## src/rtl/sdp_pkg.sv

```systemverilog
package sdp_pkg;

   localparam int unsigned XLEN = 32;

   localparam logic [5:0] OPC_SPECIAL = 6'h00;
   localparam logic [5:0] OPC_LOAD    = 6'h23;
   localparam logic [5:0] OPC_STORE   = 6'h2B;
   localparam logic [5:0] OPC_BREQ    = 6'h04;
   localparam logic [5:0] FN_SUM      = 6'h20;

   typedef struct packed {
      logic reg_we;
      logic dst_is_rd;
      logic use_imm;
      logic mem_we;
      logic load_sel;
      logic branch;
      logic alu_sub;
   } ctrl_t;

   function automatic logic [XLEN-1:0] widen_imm(input logic [15:0] imm);
      return {{(XLEN-16){imm[15]}}, imm};
   endfunction

endpackage

```

## src/rtl/sdp_decode.sv

```systemverilog
module sdp_decode
   import sdp_pkg::*;
(
   input  logic [31:0] instr,
   output ctrl_t       ctrl
);
   logic [5:0] opc;
   logic [5:0] fn;
   logic       is_sum, is_load, is_store, is_breq;

   assign opc = instr[31:26];
   assign fn  = instr[5:0];

   always_comb begin
      is_sum   = (opc == OPC_SPECIAL) && (fn == FN_SUM);
      is_load  = (opc == OPC_LOAD);
      is_store = (opc == OPC_STORE);
      is_breq  = (opc == OPC_BREQ);

      ctrl           = '0;
      ctrl.reg_we    = is_sum | is_load;
      ctrl.dst_is_rd = is_sum;
      ctrl.use_imm   = is_load | is_store;
      ctrl.mem_we    = is_store;
      ctrl.load_sel  = is_load;
      ctrl.branch    = is_breq;
      ctrl.alu_sub   = is_breq;
   end

   // at most one instruction class decodes at a time
   always_comb begin
      assert_one_class_R9: assert ($onehot0({is_sum, is_load, is_store, is_breq}))
         else $error("decode matched more than one class");
   end

endmodule

```

## src/rtl/sdp_alu.sv

```systemverilog
module sdp_alu #(
   parameter int unsigned WIDTH = 32
) (
   input  logic [WIDTH-1:0] op_a,
   input  logic [WIDTH-1:0] op_b,
   input  logic             sub,
   output logic [WIDTH-1:0] result,
   output logic             zero
);
   generate
      if (WIDTH < 2) begin : g_bad_width
         $error("sdp_alu: WIDTH must be at least 2");
      end
   endgenerate

   always_comb begin
      result = sub ? (op_a - op_b) : (op_a + op_b);
      zero   = (result == '0);
   end
endmodule

```

## src/rtl/sdp_regbank.sv

```systemverilog
module sdp_regbank #(
   parameter int unsigned WIDTH = 32,
   parameter int unsigned NREG  = 32,
   parameter int unsigned NRD   = 3,
   localparam int unsigned AW   = $clog2(NREG)
) (
   input  logic             clk,
   input  logic             rst,
   input  logic [AW-1:0]    raddr [NRD],
   output logic [WIDTH-1:0] rdata [NRD],
   input  logic             we,
   input  logic [AW-1:0]    waddr,
   input  logic [WIDTH-1:0] wdata
);
   generate
      if (NREG < 2 || (NREG & (NREG - 1)) != 0) begin : g_bad_nreg
         $error("sdp_regbank: NREG must be a power of two of at least 2");
      end
      if (NRD < 1) begin : g_bad_nrd
         $error("sdp_regbank: at least one read port is needed");
      end
   endgenerate

   logic [WIDTH-1:0] cells [NREG];

   always_ff @(posedge clk) begin
      if (rst) begin
         for (int i = 0; i < NREG; i++) cells[i] <= '0;
      end else if (we && waddr != '0) begin
         cells[waddr] <= wdata;
      end
   end

   genvar p;
   generate
      for (p = 0; p < NRD; p++) begin : g_rd
         assign rdata[p] = (raddr[p] == '0) ? '0 : cells[raddr[p]];
      end
   endgenerate

   // any write aimed at entry 0 is discarded
   assert_zero_entry_R8: assert property (@(posedge clk) disable iff (rst)
      (we && waddr == '0) |=> (cells[0] == '0));

   // a write to a nonzero entry lands in that entry
   assert_write_lands_R3: assert property (@(posedge clk) disable iff (rst)
      (we && waddr != '0) |=> (cells[$past(waddr)] == $past(wdata)));

endmodule

```

## src/rtl/scalar_datapath.sv

```systemverilog
module scalar_datapath
   import sdp_pkg::*;
#(
   parameter int unsigned IMEM_WORDS = 16,
   parameter int unsigned DMEM_WORDS = 16,
   parameter logic [32*IMEM_WORDS-1:0] PROGRAM   = '0,
   parameter logic [32*DMEM_WORDS-1:0] DATA_INIT = '0
) (
   input  logic        clk,
   input  logic        rst,
   input  logic [4:0]  dbg_sel,
   output logic [31:0] dbg_pc,
   output logic [31:0] dbg_reg
);
   localparam int unsigned IA_W = $clog2(IMEM_WORDS);
   localparam int unsigned DA_W = $clog2(DMEM_WORDS);

   generate
      if (IMEM_WORDS < 2 || (IMEM_WORDS & (IMEM_WORDS - 1)) != 0) begin : g_bad_imem
         $error("scalar_datapath: IMEM_WORDS must be a power of two of at least 2");
      end
      if (DMEM_WORDS < 2 || (DMEM_WORDS & (DMEM_WORDS - 1)) != 0) begin : g_bad_dmem
         $error("scalar_datapath: DMEM_WORDS must be a power of two of at least 2");
      end
      if (IA_W + 2 > XLEN || DA_W + 2 > XLEN) begin : g_bad_span
         $error("scalar_datapath: memory larger than the address space");
      end
   endgenerate

   logic [XLEN-1:0] pc_q, pc_next, pc_inc, pc_target;
   logic [31:0]     instr;
   ctrl_t           ctrl;
   logic [4:0]      f_rs, f_rt, f_rd, w_addr;
   logic [XLEN-1:0] rs_val, rt_val, imm_x, alu_b, alu_y, ld_word, w_data;
   logic            alu_zero, taken;
   logic [DA_W-1:0] d_idx;
   logic [4:0]      rb_raddr [3];
   logic [XLEN-1:0] rb_rdata [3];
   logic [XLEN-1:0] dmem [DMEM_WORDS];
   logic            unused_bits;

   // fetch
   assign instr = PROGRAM[32*pc_q[2 +: IA_W] +: 32];
   assign f_rs  = instr[25:21];
   assign f_rt  = instr[20:16];
   assign f_rd  = instr[15:11];
   assign imm_x = widen_imm(instr[15:0]);

   sdp_decode u_dec (
      .instr (instr),
      .ctrl  (ctrl)
   );

   assign rb_raddr[0] = f_rs;
   assign rb_raddr[1] = f_rt;
   assign rb_raddr[2] = dbg_sel;
   assign rs_val      = rb_rdata[0];
   assign rt_val      = rb_rdata[1];
   assign dbg_reg     = rb_rdata[2];

   sdp_regbank #(
      .WIDTH (XLEN),
      .NREG  (32),
      .NRD   (3)
   ) u_regs (
      .clk   (clk),
      .rst   (rst),
      .raddr (rb_raddr),
      .rdata (rb_rdata),
      .we    (ctrl.reg_we),
      .waddr (w_addr),
      .wdata (w_data)
   );

   assign alu_b = ctrl.use_imm ? imm_x : rt_val;

   sdp_alu #(.WIDTH(XLEN)) u_alu (
      .op_a   (rs_val),
      .op_b   (alu_b),
      .sub    (ctrl.alu_sub),
      .result (alu_y),
      .zero   (alu_zero)
   );

   // data memory
   assign d_idx   = alu_y[2 +: DA_W];
   assign ld_word = dmem[d_idx];

   always_ff @(posedge clk) begin
      if (rst) begin
         for (int i = 0; i < DMEM_WORDS; i++) dmem[i] <= DATA_INIT[32*i +: 32];
      end else if (ctrl.mem_we) begin
         dmem[d_idx] <= rt_val;
      end
   end

   // write-back
   assign w_addr = ctrl.dst_is_rd ? f_rd : f_rt;
   assign w_data = ctrl.load_sel ? ld_word : alu_y;

   // next PC
   assign pc_inc    = pc_q + XLEN'(4);
   assign pc_target = pc_inc + (imm_x << 2);
   assign taken     = ctrl.branch & alu_zero;
   assign pc_next   = taken ? pc_target : pc_inc;

   always_ff @(posedge clk) begin
      if (rst) pc_q <= '0;
      else     pc_q <= pc_next;
   end

   assign dbg_pc = pc_q;

   assign unused_bits = ^{instr[10:6], alu_y[1:0], pc_q[1:0]};

   // without a taken branch the PC steps by four
   assert_pc_step_R2: assert property (@(posedge clk) disable iff (rst)
      !taken |=> (dbg_pc == $past(dbg_pc) + 32'd4));

   // a taken branch lands on PC+4 plus the scaled offset
   assert_branch_dest_R6: assert property (@(posedge clk) disable iff (rst)
      taken |=> (dbg_pc == $past(dbg_pc) + 32'd4 + ($past(imm_x) << 2)));

   // the zero flag only fires for equal operands
   assert_branch_equal_R6: assert property (@(posedge clk) disable iff (rst)
      taken |-> (rs_val == rt_val));

   // a store never writes a register in the same cycle
   assert_store_no_wb_R5: assert property (@(posedge clk) disable iff (rst)
      ctrl.mem_we |-> !ctrl.reg_we);

   // the cycle after reset starts at address zero
   assert_reset_pc_R1: assert property (@(posedge clk)
      rst |=> (dbg_pc == 32'd0));

endmodule

```

## config.mk

```make
export PLATFORM = sky130hd
export DESIGN_NAME = scalar_datapath
export DESIGN_NICKNAME = d
export VERILOG_FILES = /design/src/rtl/sdp_pkg.sv /design/src/rtl/sdp_decode.sv /design/src/rtl/sdp_alu.sv /design/src/rtl/sdp_regbank.sv /design/src/rtl/scalar_datapath.sv
export SDC_FILE = /design/constraint.sdc
export NUM_CORES = 1
export LEC_CHECK = 0
export BUFFER_PORTS_ARGS = -buffer_cell sky130_fd_sc_hd__buf_2
export CAP_MARGIN = 0
export CORE_ASPECT_RATIO = 0.5
export CORE_MARGIN = 8
export CORE_UTILIZATION = 45
export CTS_BUF_LIST = sky130_fd_sc_hd__clkbuf_4
export DETAILED_ROUTE_END_ITERATION = 6
export GPL_ROUTABILITY_DRIVEN = 0
export GPL_TIMING_DRIVEN = 1
export PLACE_DENSITY = 0.75
export SLEW_MARGIN = 20
export SYNTH_ARGS = -nofsm -noshare
export SYNTH_HDL_FRONTEND = slang
export SYNTH_SLANG_ARGS = --single-unit
```

## constraint.sdc

```tcl
create_clock -name clk -period 2.29 [get_ports clk]
set_clock_uncertainty 0.05 [all_clocks]
set_input_delay 0.5725 -clock clk [delete_from_list [all_inputs] [get_ports clk]]
set_output_delay 0.5725 -clock clk [all_outputs]
set_load 0.1 [all_outputs]
```

==> results_dict.tcl <==
set metrics [dict create \
    postCtsHoldBufs 0 \
    hold_path_depth 1 \
    cts_made_buffers 5 \
    synth.top_cell.area_share_pct 37.0 \
    drt_iter0_drc 101 \
    wl_microns 3490 \
    min-delay-start "dbg_pc[2]" \
    ant_nets 0 \
    max_slew_margin_pct 62.1 \
    antenna_found_initial 0 \
    dr.pass1.iters 4 \
    critPathKind "register to register" \
    groute.usage.overall_pct 12.0 \
    diodes 0 \
    dieWidth_microns 101 \
    place_hpwl_microns 2580 \
    endpoint_kind "register" \
    grt_pass1_wl_microns 5830 \
    die_h_microns 58.5 \
    via_per_inst 5.07 \
    yosys.area.top_type "dfxtp_1" \
    rsz0062_at_grt "false" \
    synthCells 193 \
    num_rows 15 \
    gr-total-overflow 0 \
    portBuffers 31 \
    grt_pass1_vias 1328 \
    synth_warnings 0 \
    holdCritPathClass "register to register" \
    seq_area_sq_um 639 \
    setup_viol 0 \
    coreArea_sq_mm 0.00345 \
    status "finished, final reports clean" \
    synth-main-ff-cell "dfxtp_1" \
    clock_sinks 30 \
    hold_viol 0 \
    multi_input_area_sq_um 841 \
    crit_chain "nand4_2, or4_4, or4_1, a21oi_1" \
    cp-startpoint "dbg_pc[8]" \
    stdcell_area_sq_mm 0.00179 \
    powerDensity_mw_per_mm2 647 \
    start_kind "register" \
    cp.depth 4 \
    die-area_sq_mm 0.00591 \
    vias 1394 \
    required_ns 2.47 \
    clock_path_buffers 2 \
    syn_area_sq_mm 0.00163 \
    cts_root_buf "clkbuf_4" \
    synth.ff_latch_count 30 \
    largest_register_ffs 30 \
    report.final.slew_viol_count 0 \
    cp_slowest_cell "or4_4" \
    use_met1_pct 14.6 \
    fillers 326 \
    p_leak_nw 0.714 \
    ir_worst_vdd_v 0.000282 \
    synth_cell_types 28 \
    clk_pin_slew_ns 0.09 \
    crit_family "simple AND/OR/NAND/NOR gates" \
    synth_edf_count 0 \
    grt_max_degree 31 \
    ctsResizeCount 0 \
    synth.most_common_cell "buf_4" \
    avgSynthCellArea_sq_um 8.42 \
    reg2reg_depth 4 \
    tns_ns 0 \
    met2_usage_pct 20.2 \
    cp_num_buf_inv 0 \
    post_dp_cell_area_sq_mm 0.00173 \
    maxCapViolCount 0 \
    critPathArrivalTime_ns 2.20 \
    r2r_start "dbg_pc[8]" \
    max_stage_delay_ns 0.68 \
    start_util_pct 47.1 \
    crit_path_max_fanout 22 \
    wl_per_cell_microns 12.7 \
    htree_levels 2 \
    post_cts_buffers 0 \
    nets 231 \
    cts_tree "done" \
    synthArstFlopShare_pct 0 \
    seq_area_frac_synth_pct 37.0 \
    min_period_ns 2.02 \
    grtUsageMet3_pct 3.53 \
    clock_latency_ns 0.31 \
    max_freq_mhz 495 \
    drcViolationCount 0 \
    synth_area_leaders "dfxtp_1 (37%), buf_4 (16%), or4_1 (6.5%), o31ai_1 (6.0%), a21oi_1 (5.5%)" \
    grt-busiest-layer "met2" \
    finalCritPeriodShare_pct 88.3 \
    ios 71 \
    tightest_slew_ns 0.569 \
    drive_above_1_share_pct 29.5 \
    synth_common_cells "buf_4 (34), dfxtp_1 (30), a21oi_1 (18)" \
    area_growth_pct 9.85 \
]
## final cells by class
| type | instances | area share [%] |
|---|---|---|
| multi-input cells | 150 | 47.1 |
| flip-flops and latches | 30 | 35.8 |
| repair buffers | 33 | 9.53 |
| well taps | 51 | 3.57 |
| clock buffers | 8 | 3.36 |
| inverters | 3 | 0.631 |
## path summary, 6_finish.rpt
| check | to | slack [ns] |
|---|---|---|
| max | dbg_pc[23] | 0.27 |
| min | dbg_pc[2] | 0.44 |
| max reg2reg | dbg_pc[23] | 0.27 |
| min reg2reg | dbg_pc[2] | 0.44 |
## kinds of logic after synthesis
group | share of synthesized area, %
flops | 37.0
compound gates | 13.1
buf+inv | 18.9
other cells | 0.231
xor+xnor | 5.39
fa+ha+maj | 0.770
simple gates | 24.6
## worst reg2reg max path: cells and delay by family, from the launching register on
family | cells | cell delay (ns)
compound gates | 1 | 0.16
flops | 1 | 0.39
simple gates | 3 | 1.34
## layer usage
layer / routed length [microns] / vias to the layer above
met5: 0 / -
met4: 19 / 0
met3: 350 / 2
met2: 1550 / 55
met1: 1560 / 649
li1: - / 688
## metrics by stage
step	hold slack [ns]	std cells	setup WS, ns	util, %	total power, mW
after floorplan	0.627	226	0.00800	-	0.873
after global placement	0.411	267	0.339	50.0	0.838
after detailed placement	0.416	267	0.305	50.0	0.838
after CTS	0.438	275	0.274	51.7	1.16
after global routing	0.471	275	0.159	51.7	1.20
final	0.435	275	0.269	51.7	1.16
## cells in the final DEF (no fill, tap or decap), drive strengths merged
cell type  Yosys  layout
conb           1      34
buf           36      33
dfxtp         30      30
a21oi         18      18
or4           15      15
o31ai         13      13
nand3         12      12
nor2          11      11
nand2          9       9
clkbuf         7       8
nand4          7       7
xor2           5       5
xnor2          5       5
o21ai          5       5
or3            5       5
and4           3       3
inv            3       3
nor3           2       2
and3           1       1
and2           1       1
or2            1       1
nor2b          1       1
nor4           1       1
ha             1       1
## power by group
group | switching, mW | internal, mW | leakage [nW]
clock network | 0.169 | 0.158 | 0.0368
logic | 0.291 | 0.00903 | 0.422
registers | 0.00729 | 0.522 | 0.255
total | 0.467 | 0.689 | 0.714
(Power assumes the default switching activity.)
